[src/rtl/csr_slice_pkg.sv]
package csr_slice_pkg;
  localparam int BYTE_W     = 8;
  localparam int WORD_SHIFT = 2;   // 32-bit word stride on a byte address
  localparam int WIN_LG     = 11;  // 0x800-byte bank window
  localparam int IDX_W      = WIN_LG - WORD_SHIFT;

  function automatic int slices_of(input int w);
    return (w + BYTE_W - 1) / BYTE_W;
  endfunction
endpackage

[src/rtl/csr_addr_dec.sv]
module csr_addr_dec
  import csr_slice_pkg::*;
#(
  parameter int ADDR_W    = 14,
  parameter int NUM_BANKS = 2
) (
  input  logic [ADDR_W-1:0]    adr_i,
  output logic [NUM_BANKS-1:0] bank_sel_o,
  output logic [IDX_W-1:0]     word_o
);
  localparam int BSEL_W = ADDR_W - WIN_LG;

  logic [BSEL_W-1:0] bank_field;
  logic              unused_lo;

  assign bank_field = adr_i[ADDR_W-1:WIN_LG];
  assign word_o     = adr_i[WIN_LG-1:WORD_SHIFT];
  assign unused_lo  = ^adr_i[WORD_SHIFT-1:0];

  always_comb begin
    for (int b = 0; b < NUM_BANKS; b++)
      bank_sel_o[b] = (bank_field == BSEL_W'(b));
  end
endmodule

[src/rtl/csr_ctrl_slices.sv]
module csr_ctrl_slices
  import csr_slice_pkg::*;
#(
  parameter int W    = 20,
  parameter int BASE = 0
) (
  input  logic             clk_i,
  input  logic             rst_ni,
  input  logic             sel_i,
  input  logic             we_i,
  input  logic [IDX_W-1:0] word_i,
  input  logic [7:0]       wdat_i,
  output logic [W-1:0]     q_o,
  output logic [7:0]       rdat_o,
  output logic             hit_o
);
  localparam int NS = slices_of(W);
  localparam int TOP_BITS = W - (NS - 1) * BYTE_W;
  localparam logic [7:0] TOP_MASK = 8'((1 << TOP_BITS) - 1);

  // slc_q[0] sits at the lowest word and holds the most significant byte
  logic [7:0]    slc_q [NS];
  logic [NS-1:0] slot_hit;
  logic [W-1:0]  wr_bits;

  always_comb begin
    for (int k = 0; k < NS; k++)
      slot_hit[k] = (word_i == IDX_W'(BASE + k));
  end
  assign hit_o = |slot_hit;

  always_ff @(posedge clk_i or negedge rst_ni) begin
    if (!rst_ni) begin
      for (int k = 0; k < NS; k++) slc_q[k] <= '0;
    end else if (sel_i && we_i) begin
      for (int k = 0; k < NS; k++)
        if (slot_hit[k]) slc_q[k] <= wdat_i & ((k == 0) ? TOP_MASK : 8'hff);
    end
  end

  always_comb begin
    rdat_o = '0;
    for (int k = 0; k < NS; k++)
      if (slot_hit[k]) rdat_o = rdat_o | slc_q[k];
  end

  always_comb begin
    for (int i = 0; i < W; i++) begin
      q_o[i]     = slc_q[NS-1-i/BYTE_W][i%BYTE_W];
      wr_bits[i] = slot_hit[NS-1-i/BYTE_W];
    end
  end

  // a slice write leaves every other bit of the register alone
  p_wr_one_byte_r4: assert property (@(posedge clk_i) disable iff (!rst_ni)
    (sel_i && we_i && hit_o) |=> (((q_o ^ $past(q_o)) & ~$past(wr_bits)) == '0));

  // no write to this register, no change at its outputs
  p_ctrl_hold_r8: assert property (@(posedge clk_i) disable iff (!rst_ni)
    !(sel_i && we_i && hit_o) |=> $stable(q_o));
endmodule

[src/rtl/csr_stat_slices.sv]
module csr_stat_slices
  import csr_slice_pkg::*;
#(
  parameter int W    = 40,
  parameter int BASE = 6
) (
  input  logic             clk_i,
  input  logic             rst_ni,
  input  logic             sel_i,
  input  logic             rd_i,
  input  logic [IDX_W-1:0] word_i,
  input  logic [W-1:0]     d_i,
  output logic [7:0]       rdat_o,
  output logic             hit_o
);
  localparam int NS = slices_of(W);
  localparam int PW = NS * BYTE_W;

  logic [W-1:0]  snap_q;
  logic [PW-1:0] live_x, snap_x;
  logic [NS-1:0] slot_hit;
  logic          snap_take;

  assign live_x = PW'(d_i);
  assign snap_x = PW'(snap_q);

  always_comb begin
    for (int k = 0; k < NS; k++)
      slot_hit[k] = (word_i == IDX_W'(BASE + k));
  end
  assign hit_o     = |slot_hit;
  assign snap_take = sel_i && rd_i && slot_hit[0];

  always_ff @(posedge clk_i or negedge rst_ni) begin
    if (!rst_ni)        snap_q <= '0;
    else if (snap_take) snap_q <= d_i;
  end

  // top slice reads live so it matches what is being captured
  always_comb begin
    rdat_o = '0;
    for (int k = 0; k < NS; k++)
      if (slot_hit[k])
        rdat_o = rdat_o | ((k == 0) ? live_x[PW-BYTE_W +: BYTE_W]
                                    : snap_x[(NS-1-k)*BYTE_W +: BYTE_W]);
  end

  // captured copy moves only on a read of the top slice
  p_snap_hold_r7: assert property (@(posedge clk_i) disable iff (!rst_ni)
    !snap_take |=> $stable(snap_q));
endmodule

[src/rtl/csr_slice_bank.sv]
module csr_slice_bank
  import csr_slice_pkg::*;
#(
  parameter int ADDR_W    = 14,
  parameter int NUM_BANKS = 2,
  parameter int NUM_CTRL  = 2,
  parameter int CTRL_W    = 20,
  parameter int NUM_STAT  = 1,
  parameter int STAT_W    = 40
) (
  input  logic                                 clk_i,
  input  logic                                 rst_ni,
  input  logic                                 stb_i,
  input  logic                                 we_i,
  input  logic [ADDR_W-1:0]                    adr_i,
  input  logic [7:0]                           dat_w_i,
  output logic [7:0]                           dat_r_o,
  output logic [NUM_BANKS*NUM_CTRL*CTRL_W-1:0] ctrl_o,
  input  logic [NUM_BANKS*NUM_STAT*STAT_W-1:0] stat_i
);
  localparam int NSC       = slices_of(CTRL_W);
  localparam int NSS       = slices_of(STAT_W);
  localparam int RPB       = NUM_CTRL + NUM_STAT;
  localparam int NREG      = NUM_BANKS * RPB;
  localparam int STAT_BASE = NUM_CTRL * NSC;
  localparam int USED_W    = STAT_BASE + NUM_STAT * NSS;

  initial begin
    assert (CTRL_W <= 64 && STAT_W <= 64 && USED_W <= (1 << IDX_W))
      else $error("csr_slice_bank: register too wide or bank window overflow");
  end

  logic [NUM_BANKS-1:0] bank_sel;
  logic [IDX_W-1:0]     word;
  logic [7:0]           rd_vec [NREG];
  logic [NREG-1:0]      hit_vec, live_hit;
  logic [7:0]           rd_mux;
  logic                 rd_req, any_hit;

  assign rd_req = stb_i && !we_i;

  csr_addr_dec #(.ADDR_W(ADDR_W), .NUM_BANKS(NUM_BANKS)) u_dec (
    .adr_i     (adr_i),
    .bank_sel_o(bank_sel),
    .word_o    (word)
  );

  for (genvar b = 0; b < NUM_BANKS; b++) begin : g_bank
    for (genvar r = 0; r < NUM_CTRL; r++) begin : g_ctrl
      csr_ctrl_slices #(.W(CTRL_W), .BASE(r * NSC)) u_ctrl (
        .clk_i (clk_i),
        .rst_ni(rst_ni),
        .sel_i (stb_i && bank_sel[b]),
        .we_i  (we_i),
        .word_i(word),
        .wdat_i(dat_w_i),
        .q_o   (ctrl_o[(b*NUM_CTRL+r)*CTRL_W +: CTRL_W]),
        .rdat_o(rd_vec[b*RPB+r]),
        .hit_o (hit_vec[b*RPB+r])
      );
    end
    for (genvar s = 0; s < NUM_STAT; s++) begin : g_stat
      csr_stat_slices #(.W(STAT_W), .BASE(STAT_BASE + s * NSS)) u_stat (
        .clk_i (clk_i),
        .rst_ni(rst_ni),
        .sel_i (stb_i && bank_sel[b]),
        .rd_i  (rd_req),
        .word_i(word),
        .d_i   (stat_i[(b*NUM_STAT+s)*STAT_W +: STAT_W]),
        .rdat_o(rd_vec[b*RPB+NUM_CTRL+s]),
        .hit_o (hit_vec[b*RPB+NUM_CTRL+s])
      );
    end
  end

  always_comb begin
    rd_mux   = '0;
    live_hit = '0;
    for (int b = 0; b < NUM_BANKS; b++)
      for (int j = 0; j < RPB; j++)
        if (bank_sel[b]) begin
          rd_mux             = rd_mux | rd_vec[b*RPB+j];
          live_hit[b*RPB+j]  = hit_vec[b*RPB+j];
        end
    any_hit = |live_hit;
  end

  always_ff @(posedge clk_i or negedge rst_ni) begin
    if (!rst_ni) dat_r_o <= '0;
    else         dat_r_o <= rd_req ? rd_mux : '0;
  end

  // packed registers never overlap
  p_one_target_r2: assert property (@(posedge clk_i) disable iff (!rst_ni)
    $onehot0(live_hit));

  // unmapped reads come back as zero
  p_unmapped_zero_r8: assert property (@(posedge clk_i) disable iff (!rst_ni)
    (rd_req && !any_hit) |=> (dat_r_o == '0));

  // nothing on the read bus without a read
  p_idle_zero_r9: assert property (@(posedge clk_i) disable iff (!rst_ni)
    !stb_i |=> (dat_r_o == '0));
endmodule

[config.mk]
export PLATFORM = sky130hd
export DESIGN_NAME = csr_slice_bank
export DESIGN_NICKNAME = d
export VERILOG_FILES = /design/src/rtl/csr_slice_pkg.sv /design/src/rtl/csr_addr_dec.sv /design/src/rtl/csr_ctrl_slices.sv /design/src/rtl/csr_stat_slices.sv /design/src/rtl/csr_slice_bank.sv
export SDC_FILE = /design/constraint.sdc
export NUM_CORES = 1
export LEC_CHECK = 0
export BUFFER_PORTS_ARGS = -buffer_cell sky130_fd_sc_hd__buf_2
export CORE_ASPECT_RATIO = 1.2
export CORE_MARGIN = 5
export CORE_UTILIZATION = 48
export CTS_CLUSTER_SIZE = 28
export DETAILED_ROUTE_END_ITERATION = 10
export PLACE_DENSITY = 0.88
export SLEW_MARGIN = 20
export SYNTH_ARGS = -nofsm -noshare
export SYNTH_HDL_FRONTEND = slang
export SYNTH_SLANG_ARGS = --single-unit
[constraint.sdc]
create_clock -name clk_i -period 1.36 [get_ports clk_i]
set_input_delay 0.068 -clock clk_i [delete_from_list [all_inputs] [get_ports clk_i]]
set_output_delay 0.068 -clock clk_i [all_outputs]
set_load 0.01 [all_outputs]
### Word-level counts from Yosys, hierarchy flattened

Cells that the tools add are included.

* equality and inequality tests: 11
* muxes and demuxes: 29
* bitwise operators: 21
* reduce and logical (&&, ||, !) cells: 24

Operator list (number)
* $mux 8: 25
* $or 8x8->8: 21
* $eq 9x3->1 const B: 4
* $eq 9x4->1 const B: 3
* $reduce_and 2->1: 12
* $eq 9x2->1 const B: 2
* $mux 4: 4
* $eq 9x1->1 const B: 1
* $logic_and 1x1->1: 9
* $logic_not 9->1: 1
* $eq 3x1->1 const B: 1
* $logic_not 3->1: 1
* $logic_not 1->1: 1

* flip-flop bits (word level): 152
* input bits: 106
* output and inout bits: 88
* word-level logic and storage cells: 100

### Depth between registers and ports, before layout

Gate-level depths: netlist of run 1.

* depth after elaboration: 19
* mapped depth: 8
* mapped depth without buffers: 5

### Cells and area by module

Synthesis of run 1 repeated with hierarchy kept, for this count alone.

* cells, all modules: 600
* area, all modules: 7836.3 um^2

Modules (own cells, without submodules)
* csr_stat_slices: instances 2, cells each 120, area each 1629.1 um^2, seq. area each 800.8 um^2
* csr_ctrl_slices (g_bank[0].g_ctrl[1].u_ctrl ...): instances 2, cells each 78, area each 1031.0 um^2, seq. area each 500.5 um^2
* csr_ctrl_slices (g_bank[0].g_ctrl[0].u_ctrl ...): instances 2, cells each 78, area each 1024.7 um^2, seq. area each 500.5 um^2
* csr_slice_bank: instances 1, cells each 37, area each 376.6 um^2, seq. area each 200.2 um^2
* csr_addr_dec: instances 1, cells each 11, area each 90.1 um^2, seq. area each 0.0 um^2

### Worst setup path after synthesis of run 1

OpenSTA, ideal clock, no wires.

* kind: input to register
* from: input adr_i[13]
* to: register g_bank[1].g_ctrl[1].u_ctrl.slc_q (netlist bit g_bank[1].g_ctrl[1].u_ctrl.q_o[10])
* setup time: 125 ps
* arrival time: 1592 ps
* required time: 1235 ps
* setup slack: -357 ps
* stages: 5
* path buffers: 2
* path through: or4b_1 buf_2 or4_1 buf_6 mux2_4

* cells in the longest elaborated chain, start to end: 4

RTL lines
* from (decl): line csr_slice_bank.sv:15 `input logic [ADDR_W-1:0] adr_i,`
* $eq 3x1->1: line csr_addr_dec.sv:22 `bank_sel_o[b] = (bank_field == BSEL_W'(b));`
* $logic_and 1x1->1: line csr_slice_bank.sv:53 `.sel_i (stb_i && bank_sel[b]),`
* $logic_and 1x1->1: line csr_ctrl_slices.sv:35 `end else if (sel_i && we_i) begin`
* $reduce_and 2->1 (no source line)
* to (signal, indexed assignment): line csr_ctrl_slices.sv:37 `if (slot_hit[k]) slc_q[k] <= wdat_i & ((k == 0) ? TOP_MASK : 8'hff);`
* to (decl): line csr_ctrl_slices.sv:22 `logic [7:0] slc_q [NS];`

Every way passes these cells.
A chain may end at the register's enable or synchronous reset.

### Worst setup path in the final report of run 1

* from: register g_bank[1].g_stat[0].u_stat.snap_q[31]
* to: register dat_r_o[7]

* cells in the longest elaborated chain, start to end: 11

RTL lines
* from (decl): line csr_stat_slices.sv:19 `logic [W-1:0] snap_q;`
* from (signal assigned): line csr_stat_slices.sv:36 `else if (snap_take) snap_q <= d_i;`
* $or 8x8->8 (*): line csr_stat_slices.sv:44 `rdat_o = rdat_o | ((k == 0) ? live_x[PW-BYTE_W +: BYTE_W]`
* $mux 8 (*): line csr_stat_slices.sv:43 `if (slot_hit[k])`
* $or 8x8->8: line csr_stat_slices.sv:44
* $mux 8 (*): line csr_stat_slices.sv:43
* $or 8x8->8: line csr_stat_slices.sv:44
* $mux 8 (*): line csr_stat_slices.sv:43
* $or 8x8->8: line csr_stat_slices.sv:44
* $mux 8 (*): line csr_stat_slices.sv:43
* $or 8x8->8 (*): line csr_slice_bank.sv:82 `rd_mux = rd_mux | rd_vec[b*RPB+j];`
* $mux 8 (*): line csr_slice_bank.sv:81 `if (bank_sel[b]) begin`
* $mux 8 (*): line csr_slice_bank.sv:90 `else dat_r_o <= rd_req ? rd_mux : '0;`
* to (signal assigned): line csr_slice_bank.sv:90
* to (decl): line csr_slice_bank.sv:17 `output logic [7:0] dat_r_o,`

Every way passes the cells marked *; elsewhere a longest branch is shown, timed or not.

==> metrics.md, run 1 <==
| Metric | Value |
|---|---|
| GPL Wtd Cong | 0.9629 |
| GRT Overall Usage | ~29% |
| Clk_skew | 0.006302 ns |
| Hold depth | 2 |
| Worst setup margin | -0.2577 ns |
| CTS tree | built |
| Failing checks | setup timing |
| Setup Crit Path Kind | flop to flop |
| Worst Reg-to-Reg Cells | 4 |
| Boundary Pins | between 150 and 200 |
| Worst R2R End | dat_r_o[7]$_DFF_PN0_ |
| FP Rows | 49 |
| Seq/Total Area, Yosys | 52.30% |
| CTS max path bufs | 2 |
| H-tree Lvls | 4 |
| DPL Wire Length | 18.17 mm |
| Status | finished with violations |
| R2r setup slk | -0.26 ns |
| Slew headroom | 70.06% |
| Die area | 0.01772 mm^2 |
| Routed WL per cell | 22.83 um |
| Setup violations, final | 21 |
| P per Cell Area | 939.7 mW/mm^2 |
| Initial DRC Count | 678 |
| Hold Crit Class | input pin to flop |
| Most common cell in the netlist | dfrtp_1 |
| Total leakage power | 5.793 nW |
| Maxcap violations | 0 |
| EDFF count, synth | 0 |
| Largest net degree at the start of global routing | between 40 and 50 |
| CORE AREA | 0.01496 mm^2 |
| Synthesis Warnings | 0 |
| Vias in the first global route | 6931 |
| Synth Register Bits | 152 |
| Worst-path clk slew | around 0.06 ns |
| Sw Ratio | 22.22% |
| Period utilization | 118.9% |
| Dpl ws | -0.5315 ns |
| Vias post-DR | between 6000 and 7000 |
| Synth Cell Area | 0.007273 mm^2 |
| Mapped Nets | 660 |
| CP Capture Type | flop |
| Placed insts | roughly 1000 |
| Die Width | 122.4 um |
| Fraction of layout cells with a size suffix above 1 | 58.79% |
| Yosys top cell by area | dfrtp_1 |
| Worst vdd ir | 0.8160 mV |
| Starting Density | 48.62% |
| Asr flop ratio synth | 100.0% |
| Fmax | 0.6182 GHz |
| Final hold violations | 0 |
| Multi-input combinational cell area | 0.003520 mm^2 |
| Initial antenna violation count | 0 |
| Hold Worst Slack | 0.03963 ns |
| Worst skew pair latency | 0.42 ns |
| Worst Tran Pin Value | 0.4481 ns |
| RSZ-0062 raised after global routing | true |
| Syn Inst Count | 554 |
| Nature of the critical path startpoint | flop |
| Diodes inserted | 0 |
| Area delta synth->final | 51.95% |
| Clock sinks | about 150 |
| Hold Crit Start | dat_w_i[4] |
| Clock root cell | clkbuf_16 |
| Final instance count without filler cells | 1148 |
| Arr. time, crit path | 1.91 ns |
| Most common library cells after synthesis | 152 x dfrtp_1, 144 x mux2_2, 29 x mux2i_1 |
| Layout fillers | 909 |
| Reg area | 0.003804 mm^2 |
| Top cell type's share of synthesized area | about 52% |
| Die H | between 100 and 150 um |
| Final Max Slew Viols | 0 |
| CP Data Required Time | 1.66 ns |
| Nets | a little over 1000 |
| Port-buffer cells | about 190 |
| CTS Buf Count | 17 |
| Drt total wl | approximately 26 mm |
| Sequential Power Share | about 44% |
| Post-route design area | about 0.011 mm^2 |
| Synthesized area per cell | 13.13 um^2 |
| Worst Hold End | g_bank[1].g_ctrl[1].u_ctrl.q_o[4]$_DFFE_PN0P_ |
| Grt ovf | 0 |
| Worst Path Max Fanout | 2 |
| Vias/cell | around 5.8 |
| Internal | 8.078 mW |
| Routed Antenna Nets | 0 |
| Distinct cells, synth | 55 |
| Reg2Reg Launch Point | g_bank[1].g_stat[0].u_stat.snap_q[31]$_DFFE_PN0P_ |
| Top post-synthesis cells by area | dfrtp_1 52%, mux2_2 22%, mux2i_1 4.0% |
| Top_reg_cell synth | dfrtp_1 |
| Drt first pass iters | 5 |
| Logic pwr share | 9.4% |
| Final min period | around 1.6 ns |
| Placed inst area | roughly 0.0095 mm^2 |
| Clock power frac | 46.9% |
| Switching power | 2.308 mW |
| Wire length of the first global-routing pass | approximately 39 mm |
| Post-route DRC | 0 |
-- metrics by stage --
stage          TNS, ns  total power, mW  util (%)
2_1_floorplan   -20.04            4.860         -
3_3_place_gp    -52.66            5.371     63.46
3_5_place_dp    -59.02            5.379     63.46
4_1_cts        -0.7333            10.36     72.80
5_1_grt         -3.791            10.68     73.88
6_report        -1.421            10.39     73.88
-- what timing repair did --
action	4_1_cts	5_1_grt
setup endpoints to repair	61	88
hold buffers	65	0
endpoints found under the hold margin	216	0
cloned	0	3
pin swaps	11	6
buffers inserted	2	4
resized for setup	31	17
-- worst max-delay path: stages, from the launching register on --
cell and delay [ns]:
dfrtp_1 0.38, mux4_2 0.49, a211oi_2 0.25, nor2_1 0.07, a311o_1 0.29
-- worst max path at each step --
stage                                                      startpoint                                              to  slack (ns)  cells after the start
finish              g_bank[1].g_stat[0].u_stat.snap_q[31]$_DFFE_PN0P_                            dat_r_o[7]$_DFF_PN0_       -0.26                      4
global route        g_bank[1].g_stat[0].u_stat.snap_q[31]$_DFFE_PN0P_                            dat_r_o[7]$_DFF_PN0_       -0.27                      4
CTS                 g_bank[1].g_stat[0].u_stat.snap_q[31]$_DFFE_PN0P_                            dat_r_o[7]$_DFF_PN0_       -0.23                      4
detailed placement                                           adr_i[7]  g_bank[1].g_ctrl[0].u_ctrl.q_o[19]$_DFFE_PN0P_       -0.53                      6
global placement                                             adr_i[3]                            dat_r_o[2]$_DFF_PN0_       -0.49                      7
floorplan                                                   adr_i[13]  g_bank[1].g_ctrl[1].u_ctrl.q_o[10]$_DFFE_PN0P_       -0.35                      5
-- power by group through the flow --
| stage | sequential (mW) | clock, mW | combinational (mW) |
|---|---|---|---|
| 2_1_floorplan | 4.62 | 0 | 0.236 |
| 3_3_place_gp | 4.62 | 0 | 0.750 |
| 3_5_place_dp | 4.62 | 0 | 0.757 |
| 4_1_cts | 4.54 | 4.89 | 0.936 |
| 5_1_grt | 4.54 | 5.11 | 1.03 |
| 6_report | 4.54 | 4.87 | 0.973 |
-- routing by layer --
metal,global-route usage (%),share of wire (%)
met1,35.37,37
met4,16.21,5.4
met3,7.426,9.0
met5,0,0
met2,46.82,48
-- cell usage in the layout (no fill, tap or decap), types with 7 or more instances in the layout --
cell / instances
buf_2: 185
dfrtp_1: 152
mux2_2: 134
buf_4: 123
dlygate4sd3_1: 65
mux2i_1: 27
clkbuf_16: 19
mux2_4: 18
nand2_1: 16
nor3_1: 16
buf_6: 11
nor2_1: 9
a22oi_1: 9
o21ai_0: 8
buf_12: 8
mux4_2: 7
-- cell families (layout without fill, tap and decap cells) --
kind of cell | after synthesis | count (layout) | share of synthesized area [%]
AND/OR/NAND/NOR | 105 | 105 | 8.275
AO/OA/AOI/OAI | 70 | 70 | 6.985
flip-flops | 152 | 152 | 52.30
multiplexers | 188 | 188 | 30.11
buffers and inverters | 39 | 429 | 2.339
-- final cells by class --
| class | count | share of cell area [%] |
|---|---|---|
| sequential | 152 | 34.42 |
| multi-input combinational | 363 | 31.85 |
| timing repair buffer | 396 | 25.85 |
| clock inverter | 7 | 1.064 |
| clock buffer | 23 | 4.415 |
| tap | 204 | 2.310 |
| inverter | 3 | 0.1019 |
-- state kept, by name, summed over array words and instances (netlist names) --
register,flops
dat_r_o,8
g_bank.g_ctrl.u_ctrl.q_o,80
g_bank.g_stat.u_stat.snap_q,64
No activity file was read; power rests on OpenSTA's default activity.
==> run 2: changes to the inputs <==
BUFFER_PORTS_ARGS = -buffer_cell sky130_fd_sc_hd__buf_4   (was -buffer_cell sky130_fd_sc_hd__buf_2)
CORE_UTILIZATION = 57   (was 48)
PLACE_DENSITY = 0.95   (was 0.88)
SLEW_MARGIN = 15   (was 20)
clock period = 1.9 ns   (was 1.36 ns; I/O delays follow)
==> metrics.md, run 2 (synthesis gave the netlist of run 1 again) <==
| Metric | Value |
|---|---|
| Boundary Pins | 194 (unchanged) |
| R2r setup slk | 0.07 ns (+0.33 ns) |
| Total leakage power | 5.289 nW (-8.7%) |
| CP top delay family | compound AO/OA/AOI/OAI gates |
| Hold Crit Class | input pin to flop |
| Max reg flops | 80 (unchanged) |
| Clock power frac | 47.4% (+0.5 points) |
| Worst Tran Pin Value | 0.6867 ns (+0.2385 ns) |
| CTS max path bufs | 2 (unchanged) |
| Port-buffer cells | 191 (unchanged) |
| Vias in the first global route | 7536 (+8.7%) |
| CP Data Required Time | 2.21 ns (+0.55 ns) |
| Sw Ratio | 23.21% (+0.99 points) |
| Period utilization | 96.05% (-23 points) |
| CP Capture Type | flop |
| Final min period | 1.825 ns (+0.2073 ns) |
| Worst skew pair latency | 0.43 ns (about the same) |
| Nets | 949 (-8.7%) |
| RSZ-0062 raised after global routing | false |
| Die H | 133.7 um (-7.7%) |
| Largest net degree at the start of global routing | 56 (+27%) |
| Final hold violations | 0 (unchanged) |
| P per Cell Area | 713.5 mW/mm^2 (-24%) |
| Multi-input combinational cell area | 0.003314 mm^2 (-5.8%) |
| Clock sinks | 152 (unchanged) |
| Grt ovf | 0 (unchanged) |
| Vias post-DR | 6993 (+4.8%) |
| Drt first pass iters | 11 (+6) |
| GPL Wtd Cong | 0.9913 (+2.9%) |
| Post-route DRC | 2 (+2) |
| Area delta synth->final | 44.19% |
| Die area | 0.01513 mm^2 (-15%) |
| Worst setup margin | 0.07499 ns (+0.3327 ns) |
| Initial antenna violation count | 0 (unchanged) |
| Final Max Slew Viols | 0 (unchanged) |
| CP Cell Sequence | mux4_2, a211oi_1, nor2_1, a311o_1 |
| Layout fillers | 599 (-34%) |
| DPL Wire Length | 17.21 mm (-5.3%) |
| Initial DRC Count | 1148 (+69%) |
| Failing checks | DRC |
| Overall Power | 7.483 mW (-28%) |
| Dpl ws | -0.008117 ns (+0.5233 ns) |
| Nature of the critical path startpoint | flop |
| Arr. time, crit path | 2.13 ns (+0.22 ns) |
| Setup violations, final | 0 (-100%) |
| Setup Crit Path Kind | flop to flop |
| Clock root cell | clkbuf_16 |
| FP Rows | 45 (-8.2%) |
| Drt total wl | 28.94 mm (+10%) |
| Critical-path top delay cell | mux4_2 |
| Most common cell after layout, fill and taps aside | buf_4 |
| Most frequent cells in the layout | 231 x buf_4, 152 x dfrtp_1, 144 x mux2_2 |
| Worst vdd ir | 0.7869 mV (-3.6%) |
| Starting Density | 57.67% (+9.0 points) |
| Sequential Power Share | 43.4% (-0.3 points) |
| Clk_skew | 0.009355 ns (+0.003053 ns) |
| CORE AREA | 0.01261 mm^2 (-16%) |
| Worst-path clk slew | 0.07 ns (about the same) |
| Diodes inserted | 0 (unchanged) |
| Worst Path Max Fanout | 3 (+1) |
| CTS Buf Count | 17 (unchanged) |
| Switching power | 1.737 mW (-25%) |
| Fmax | 0.5479 GHz (-11%) |
| Buf+Inv Stages, Crit Path | 0 (unchanged) |
| Maxcap violations | 0 (unchanged) |
| Status | finished with violations |
| CP peak stage delay | 0.48 ns (about the same) |
| Routed Antenna Nets | 0 (unchanged) |
| Post-CTS setup buffers | 0 (-2) |
| Wire length of the first global-routing pass | 44.13 mm (+14%) |
| Logic pwr share | 9.1% (-0.3 points) |
| Die Width | 113.1 um (-7.6%) |
| CTS tree | built |
| Hold Worst Slack | 0.01879 ns (-0.02085 ns) |
| Slew headroom | 54.13% (-16 points) |
| Fraction of layout cells with a size suffix above 1 | 50.58% (-8.2 points) |
| Internal | 5.746 mW (-29%) |
| GRT Overall Usage | 38.70% (+9.8 points) |
| H-tree Lvls | 4 (unchanged) |
| Vias/cell | 6.856 (+18%) |
| Routed WL per cell | 28.37 um (+24%) |
| Reg area | 0.003804 mm^2 (unchanged) |
-- run 2: final cells by class --
type | instances | share of cell area, %
Sequential cell | 152 | 36.27
Clock inverter | 11 | 1.396
Inverter | 3 | 0.1074
Clock buffer | 21 | 4.486
Multi-Input combinational cell | 363 | 31.60
Tap cell | 164 | 1.957
Timing Repair Buffer | 306 | 24.18
-- run 2: worst paths after layout --
kind / start / end / cells past startpoint
worst max-delay path: g_bank[1].g_ctrl[1].u_ctrl.q_o[7]$_DFFE_PN0P_ / dat_r_o[7]$_DFF_PN0_ / 4
min in group asynchronous: rst_ni / g_bank[0].g_stat[0].u_stat.snap_q[24]$_DFFE_PN0P_ / 2
worst min-delay path: dat_w_i[1] / g_bank[1].g_ctrl[1].u_ctrl.q_o[9]$_DFFE_PN0P_ / 2
worst min register to register: g_bank[1].g_stat[0].u_stat.snap_q[28]$_DFFE_PN0P_ / g_bank[1].g_stat[0].u_stat.snap_q[28]$_DFFE_PN0P_ / 1
max in group asynchronous: rst_ni / g_bank[1].g_stat[0].u_stat.snap_q[21]$_DFFE_PN0P_ / 3
worst max register to register: g_bank[1].g_ctrl[1].u_ctrl.q_o[7]$_DFFE_PN0P_ / dat_r_o[7]$_DFF_PN0_ / 4
-- run 2: worst register-to-register path, stage by stage, from the launching register on --
cell      delay (ns)
dfrtp_1         0.42
mux4_2          0.48
a211oi_1        0.41
nor2_1          0.10
a311o_1         0.30
-- run 2: what timing repair did --
action,in CTS,in global routing
endpoints found under the setup margin,0,1
hold buffers,69,0
gates resized for setup,0,2
endpoints found under the hold margin,137,0
-- run 2: power by group through the flow --
stage          sequential [mW]  combinational, mW  clock, mW
3_5_place_dp              3.31              0.520          0
3_3_place_gp              3.31              0.503          0
2_1_floorplan             3.31              0.160          0
4_1_cts                   3.25              0.648       3.54
6_report                  3.25              0.682       3.55
5_1_grt                   3.25              0.708       3.69
-- run 2: routing by layer --
metal / global-route usage (%) / vias to the layer above / wire length [um]
met2: 60.61 / 748 / 13460
met5: 0 / - / 0
li1: - / 2652 / -
met4: 29.66 / 0 / 2821
met3: 14.04 / 279 / 3569
met1: 42.61 / 3314 / 9093
-- run 2: through the flow --
step,TNS [ns],util [%],cell area (um^2),cells
2_1_floorplan,0,-,7273,554
3_3_place_gp,0,72.67,9165,919
3_5_place_dp,-0.01730,72.67,9165,919
4_1_cts,0,83.04,10470,1020
5_1_grt,0,83.15,10490,1020
6_report,0,83.15,10490,1020
